`config.mk`:
```
export PLATFORM = sky130hd
export DESIGN_NAME = i2c_cmd_sequencer
export DESIGN_NICKNAME = d
export VERILOG_FILES = /design/src/rtl/i2cseq_pkg.sv /design/src/rtl/i2cseq_space.sv /design/src/rtl/i2cseq_fmt.sv /design/src/rtl/i2c_cmd_sequencer.sv
export SDC_FILE = /design/constraint.sdc
export NUM_CORES = 1
export LEC_CHECK = 0
export CORE_ASPECT_RATIO = 0.5
export CORE_MARGIN = 2
export CORE_UTILIZATION = 30
export DETAILED_ROUTE_END_ITERATION = 16
export DONT_BUFFER_PORTS = 1
export MAX_ROUTING_LAYER = met4
export SLEW_MARGIN = 40
export SYNTH_ARGS = -nofsm -noshare
export SYNTH_HDL_FRONTEND = slang
export SYNTH_SLANG_ARGS = --single-unit
```
`constraint.sdc`:
```
create_clock -name clk -period 5.19 [get_ports clk]
set_input_delay 0.2595 -clock clk [delete_from_list [all_inputs] [get_ports clk]]
set_output_delay 0.2595 -clock clk [all_outputs]
set_load 0.05 [all_outputs]
```
`src/rtl/i2cseq_pkg.sv`:
```
package i2cseq_pkg;
    typedef enum logic [2:0] {
        S_IDLE, S_FILL, S_WAIT_TX, S_WAIT_END, S_DRAIN
    } seq_state_e;

    typedef enum logic [1:0] {
        XS_OK = 2'd0, XS_ERROR = 2'd1, XS_TIMEOUT = 2'd2
    } xfer_status_e;

    typedef struct packed {
        logic       restart;
        logic       stop;
        logic       rd_req;
        logic [7:0] dat;
    } cmd_t;
endpackage

```
`src/rtl/i2cseq_space.sv`:
```
module i2cseq_space #(
    parameter int FIFO_DEPTH = 64,
    parameter int RX_SLACK   = 2,
    parameter int LVL_W      = 7
) (
    input  logic [LVL_W-1:0] level,
    input  logic             read_req,
    output logic             room
);
    localparam logic [LVL_W:0] DEPTH_V = (LVL_W+1)'(FIFO_DEPTH);
    localparam logic [LVL_W:0] SLACK_V = (LVL_W+1)'(RX_SLACK);
    logic [LVL_W:0] free_w;

    assign free_w = DEPTH_V - {1'b0, level};
    assign room   = read_req ? (free_w > SLACK_V) : (free_w != '0);
endmodule

```
`src/rtl/i2cseq_fmt.sv`:
```
module i2cseq_fmt #(
    parameter int BC_W = 9
) (
    input  logic [BC_W-1:0]   pos,
    input  logic [BC_W-1:0]   last_pos,
    input  logic              want_rs,
    input  logic              want_sp,
    input  logic              is_req,
    input  logic [7:0]        data,
    output i2cseq_pkg::cmd_t  word
);
    always_comb begin
        word.restart = want_rs && (pos == BC_W'(1));
        word.stop    = want_sp && (pos == last_pos);
        word.rd_req  = is_req;
        word.dat     = is_req ? 8'h00 : data;
    end
endmodule

```
`src/rtl/i2c_cmd_sequencer.sv`:
```
module i2c_cmd_sequencer #(
    parameter int FIFO_DEPTH  = 64,
    parameter int RX_SLACK    = 2,
    parameter int TX_WAKE_LVL = 16,
    parameter int CNT_W       = 8,
    localparam int LVL_W      = $clog2(FIFO_DEPTH + 1),
    localparam int BC_W       = CNT_W + 1
) (
    input  logic             clk,
    input  logic             rst_n,
    input  logic             desc_valid,
    output logic             desc_ready,
    input  logic             desc_read,
    input  logic             desc_restart,
    input  logic             desc_stop,
    input  logic [CNT_W-1:0] desc_len0,
    input  logic [CNT_W-1:0] desc_len1,
    input  logic             wr_valid,
    input  logic [7:0]       wr_data,
    output logic             wr_ready,
    output logic             cmd_push,
    output logic [10:0]      cmd_word,
    input  logic [LVL_W-1:0] tx_level,
    output logic [LVL_W-1:0] tx_thresh,
    output logic             tx_wake_en,
    input  logic             tx_empty,
    input  logic [LVL_W-1:0] rx_level,
    input  logic [7:0]       rx_data,
    output logic             rx_pop,
    output logic [CNT_W-1:0] rx_thresh,
    output logic             rx_wake_en,
    input  logic             rx_full,
    output logic             rd_valid,
    output logic [7:0]       rd_data,
    input  logic             xfer_abort,
    input  logic             xfer_timeout,
    output logic             done_valid,
    output logic [1:0]       done_status
);
    import i2cseq_pkg::*;

    typedef struct packed {
        seq_state_e       st;
        logic             rd;
        logic             rs;
        logic             sp;
        logic             ph1;
        logic [CNT_W-1:0] c0;
        logic [CNT_W-1:0] c1;
        logic [BC_W-1:0]  bc;
        logic [BC_W-1:0]  bend;
        logic             done;
        xfer_status_e     status;
    } seq_t;

    seq_t q, d;
    logic room, is_req, push;
    cmd_t word;

    assign is_req = q.rd && !q.ph1;

    i2cseq_space #(.FIFO_DEPTH(FIFO_DEPTH), .RX_SLACK(RX_SLACK), .LVL_W(LVL_W)) u_space (
        .level(tx_level), .read_req(is_req), .room(room)
    );

    i2cseq_fmt #(.BC_W(BC_W)) u_fmt (
        .pos(q.bc + BC_W'(1)), .last_pos(q.bend), .want_rs(q.rs), .want_sp(q.sp),
        .is_req(is_req), .data(wr_data), .word(word)
    );

    always_comb begin
        d      = q;
        d.done = 1'b0;
        push   = 1'b0;
        rx_pop = 1'b0;
        if (q.st == S_IDLE) begin
            if (desc_valid) begin
                d.rd   = desc_read;
                d.rs   = desc_restart;
                d.sp   = desc_stop;
                d.c1   = desc_len1;
                d.bc   = '0;
                d.bend = BC_W'(desc_len0) + BC_W'(desc_len1);
                d.st   = S_FILL;
                if (desc_read && desc_len0 == '0) begin
                    d.ph1 = 1'b0;
                    d.c0  = desc_len1;
                end else begin
                    d.ph1 = 1'b1;
                    d.c0  = desc_len0;
                end
            end
        end else if (xfer_abort) begin
            d.st = S_IDLE; d.done = 1'b1; d.status = XS_ERROR;
        end else if (xfer_timeout) begin
            d.st = S_IDLE; d.done = 1'b1; d.status = XS_TIMEOUT;
        end else begin
            unique case (q.st)
                S_FILL: begin
                    if (q.c0 != '0) begin
                        if (!room) begin
                            d.st = S_WAIT_TX;
                        end else if (is_req || wr_valid) begin
                            push = 1'b1;
                            d.c0 = q.c0 - 1'b1;
                            d.bc = q.bc + 1'b1;
                        end
                    end else if (q.ph1 && q.c1 != '0) begin
                        d.c0  = q.c1;
                        d.ph1 = 1'b0;
                    end else begin
                        d.st = S_WAIT_END;
                    end
                end
                S_WAIT_TX: begin
                    if (tx_empty) d.st = q.rd ? S_DRAIN : S_FILL;
                end
                S_WAIT_END: begin
                    if (!q.rd) begin
                        if (tx_empty) begin
                            d.st = S_IDLE; d.done = 1'b1; d.status = XS_OK;
                        end
                    end else if (q.c1 == '0) begin
                        d.st = S_IDLE; d.done = 1'b1; d.status = XS_OK;
                    end else if (rx_full) begin
                        d.st = S_DRAIN;
                    end
                end
                S_DRAIN: begin
                    if (32'(rx_level) > 32'(q.c1)) begin
                        d.st = S_IDLE; d.done = 1'b1; d.status = XS_ERROR;
                    end else if (rx_level != '0) begin
                        rx_pop = 1'b1;
                        d.c1   = q.c1 - 1'b1;
                    end else if (q.c0 != '0 || (q.ph1 && q.c1 != '0)) begin
                        d.st = S_FILL;
                    end else if (q.c1 == '0) begin
                        d.st = S_IDLE; d.done = 1'b1; d.status = XS_OK;
                    end else begin
                        d.st = S_WAIT_END;
                    end
                end
                default: d.st = S_IDLE;
            endcase
        end
    end

    always_ff @(posedge clk or negedge rst_n) begin
        if (!rst_n) begin
            q        <= '0;
            q.st     <= S_IDLE;
            q.status <= XS_OK;
        end else begin
            q <= d;
        end
    end

    assign desc_ready  = (q.st == S_IDLE);
    assign cmd_push    = push;
    assign cmd_word    = word;
    assign wr_ready    = push && !is_req;
    assign tx_wake_en  = (q.st == S_WAIT_TX) || (q.st == S_WAIT_END && !q.rd);
    assign rx_wake_en  = (q.st == S_WAIT_END) && q.rd;
    assign tx_thresh   = (q.st == S_WAIT_TX) ? LVL_W'(TX_WAKE_LVL) : '0;
    assign rx_thresh   = (q.c1 != '0) ? q.c1 - 1'b1 : '0;
    assign rd_valid    = rx_pop;
    assign rd_data     = rx_data;
    assign done_valid  = q.done;
    assign done_status = q.status;
endmodule

```
==> summary.md <==
| Metric | Value |
|---|---|
| Total CTS buffers | 5 |
| Main combinational cell family by area after synthesis | simple AND/OR/NAND/NOR gates |
| Synth Warn # | 0 |
| Synth area leader | dfrtp_1 |
| Ratio of cells with drive above 1 in the final layout | 0.116 |
| Status | finished clean |
| Die height | 85.8 um |
| First-pass GRT wire length | 18000 um |
| Area Growth Syn to Fin | 6.82% |
| Mux cell area share after synthesis | 0.0582 |
| Worst IR Drop VDD | 0.000191 V |
| FF+latch count, synth | 44 |
| Post-route ant nets | 0 |
| Area of the multi-input gates | 0.00265 mm^2 |
| Hold Vio Cnt, Final | 0 |
| Critical R2R Launch | q[27]$_DFFE_PN0P_ |
| DR iter-0 viols | 337 |
| H-tree level count | 2 |
| CP arrival | 3.08 ns |
| Synth top area cells | dfrtp_1 (27%), ha_1 (7.2%), xnor2_1 (4.1%) |
| Nets | 536 |
| # Max-Cap Violations | 0 |
| Final setup fails | 0 |
| WP data required | 4.93 ns |
| Reg clk slew, reported paths | 0.07 ns |
| Kind of end point of the critical path | output pin |
| Power density over cell area | 574 mW/mm^2 |
| Bufs on Longest Clock Path | 2 |
| I/O pin count | 101 |
| Top-area cell type share of the netlist area | 0.274 |
| Remaining global-route overflow | 0 |
| Hold WS | 0.0711 ns |
| Commonest cells in the synthesized netlist | dfrtp_1 (44), nand2_1 (44), nor2_1 (37), a21oi_1 (26) |
| Distinct cell type count after synthesis | 78 |
| Fin. max-slew vios | 0 |
| Setup Crit Path Kind | register to output pin |
| Simple-gate share of the synthesized area | 0.240 |
| Pin count of the biggest net entering global routing | 45 |
| Overall Power | 2470 uW |
| Synth async-reset ratio | 1.00 |
| Placer's final routability congestion estimate | 0.928 |
| XOR/XNOR share of the synthesized area | 0.0501 |
| DRT Pass-1 Iters | 5 |
| Setup total negative slack | 0 ns |
| R2R Path End | q[25]$_DFFE_PN0P_ |
| Sequential-to-total area share from yosys stat | 0.274 |
| Hold Crit Class | input pin to register |
| RSZ-0062 raised after global routing | no |
| Row count | 29 |
| Die width | 168 um |
| Die area | 0.0144 mm^2 |
| WL final | 11400 um |
| Root buf cell | clkbuf_16 |
| Final worst slack | 1.85 ns |
| Peak Freq | 299 MHz |
| Period minus WS final | 3.34 ns |
| Adder-Cell Fraction of Synth Area | 0.0766 |
| Core area | 0.0129 mm^2 |
| Static leakage | 0.00176 uW |
| Layout Skew | 0.00933 ns |
| Drt drc | 0 |
| CTS sink count | 44 |
| Synth Instances | 475 |
| Cells on worst reg2reg path | 9 |
| Routed length per instance | 18.2 um |
| # port buffers | 0 |
| Number of global-route vias before repair | 3292 |
| CP Launch Type | register |
| CTS tree | done |
| FF/Latch Area | 0.00110 mm^2 |
| Starting density of the core | 0.312 |
| Crit-path max FO | 14 |
| Worst setup path end | rd_valid |
| Normalized max-slew margin | 0.410 |
| Mean area per synthesized cell | 8.46 um^2 |
| Clk_lat worst skew | 0.29 ns |
| Post-CTS resize count | 0 |
| # diodes | 0 |
| Compound-Gate Fraction of Synth Area | 0.218 |
| Post-synth EDFFs | 0 |
| Total GRT Usage | 0.164 |
| Synth Cell Area | 0.00402 mm^2 |
| R2R setup slack | 2.01 ns |
| Slew @ Worst Pin | 0.881 ns |
| Post-Place Setup Slack | 2.00 ns |
| Via/cell ratio | 5.59 |
| Setup crit start | q[27]$_DFFE_PN0P_ |
| Initial antenna violation count | 0 |
| Detailed placement HPWL | 8750 um |
| Fin util | 0.333 |
| Tcrit/Tclk final | 0.644 |
| Vias | 3500 |
| # fillers | 1323 |
| Ys flop type | dfrtp_1 |
[power by group]
part           leakage, uW  internal (uW)  total (uW)  switching (uW)
logic              0.00111            462        1380             918
registers         0.000562            470         707             237
clock network    0.0000804            229         377             148
[critical path, stage by stage (launching register included)]
cell      delay (ns)
dfrtp_1         0.54
inv_1           0.10
ha_1            0.31
nand4b_1        0.16
nor2_1          0.29
o21a_1          0.17
nand3_1         0.50
inv_2           0.71
[flip-flops by register name (all words and copies together) (netlist names)]
| signal | count |
|---|---|
| done_valid | 1 |
| q | 41 |
| done_status | 2 |
[kinds of logic after synthesis]
group,after synthesis
AO/OA/AOI/OAI,123
XOR/XNOR,23
adder cells (fa/ha/maj),24
buffers and inverters,62
flip-flops,44
multiplexers,21
other,1
AND/OR/NAND/NOR,177
[cell type report]
type / count / share of cell area
well taps: 170 / 0.0495
clock buffers: 5 / 0.0291
inverters: 25 / 0.0219
repair buffers: 5 / 0.0140
clock inverters: 3 / 0.0108
multi-input cells: 374 / 0.618
flip-flops and latches: 44 / 0.256
[how the worst min path moves through the flow]
stage                       startpoint                          to  slack (ns)  cells after the start
after global placement           rst_n           q[21]$_DFFE_PN0P_       -0.04                      0
after detailed placement         rst_n           q[21]$_DFFE_PN0P_       -0.04                      0
final                     desc_restart           q[39]$_DFFE_PN0P_        0.07                      2
after global routing      desc_restart           q[39]$_DFFE_PN0P_        0.06                      2
after floorplan                  rst_n  done_status[0]$_DFFE_PN0P_       -0.04                      0
after CTS                 desc_restart           q[39]$_DFFE_PN0P_        0.07                      2
[per-stage QoR]
step / std cells / cell area (um^2)
floorplan: 480 / 4040
global placement: 616 / 4050
detailed placement: 616 / 4070
CTS: 626 / 4280
global route: 626 / 4290
finish: 626 / 4290
[layout by cell type, fill, tap and decap left out, types with 5 or more instances in the layout]
cell type and count:
ha_1 23, a21oi_1 23, nor3_1 10, nor2_1 33, inv_1 22, o21ai_0 20
nand4_1 9, o22ai_1 7, nand2b_1 9, o211ai_1 6, xnor2_1 19, or3_1 5
a21oi_2 5, nor4_1 6, a31oi_1 6, nor3b_1 6, mux2i_1 14, nand3_1 7
and2_1 13, nand2_1 43, clkbuf_16 5, conb_1 6, dfrtp_1 44
[repair_timing]
action | CTS | global route
buffers inserted | 0 | 0
endpoints found under the setup margin | 0 | 0
hold endpoints to repair | 44 | 0
hold buffers | 2 | 0
[metal layers]
| metal | vias up | part of all wire | wire, um | global-route usage |
|---|---|---|---|---|
| li1 | 1679 | - | - | - |
| met1 | 1678 | 0.49 | 5560 | 0.227 |
| met2 | 122 | 0.40 | 4550 | 0.226 |
| met3 | 21 | 0.095 | 1080 | 0.0554 |
| met4 | 0 | 0.016 | 184 | 0.0411 |
| met5 | - | 0 | 0 | - |
No activity file was read; power rests on OpenSTA's default activity.
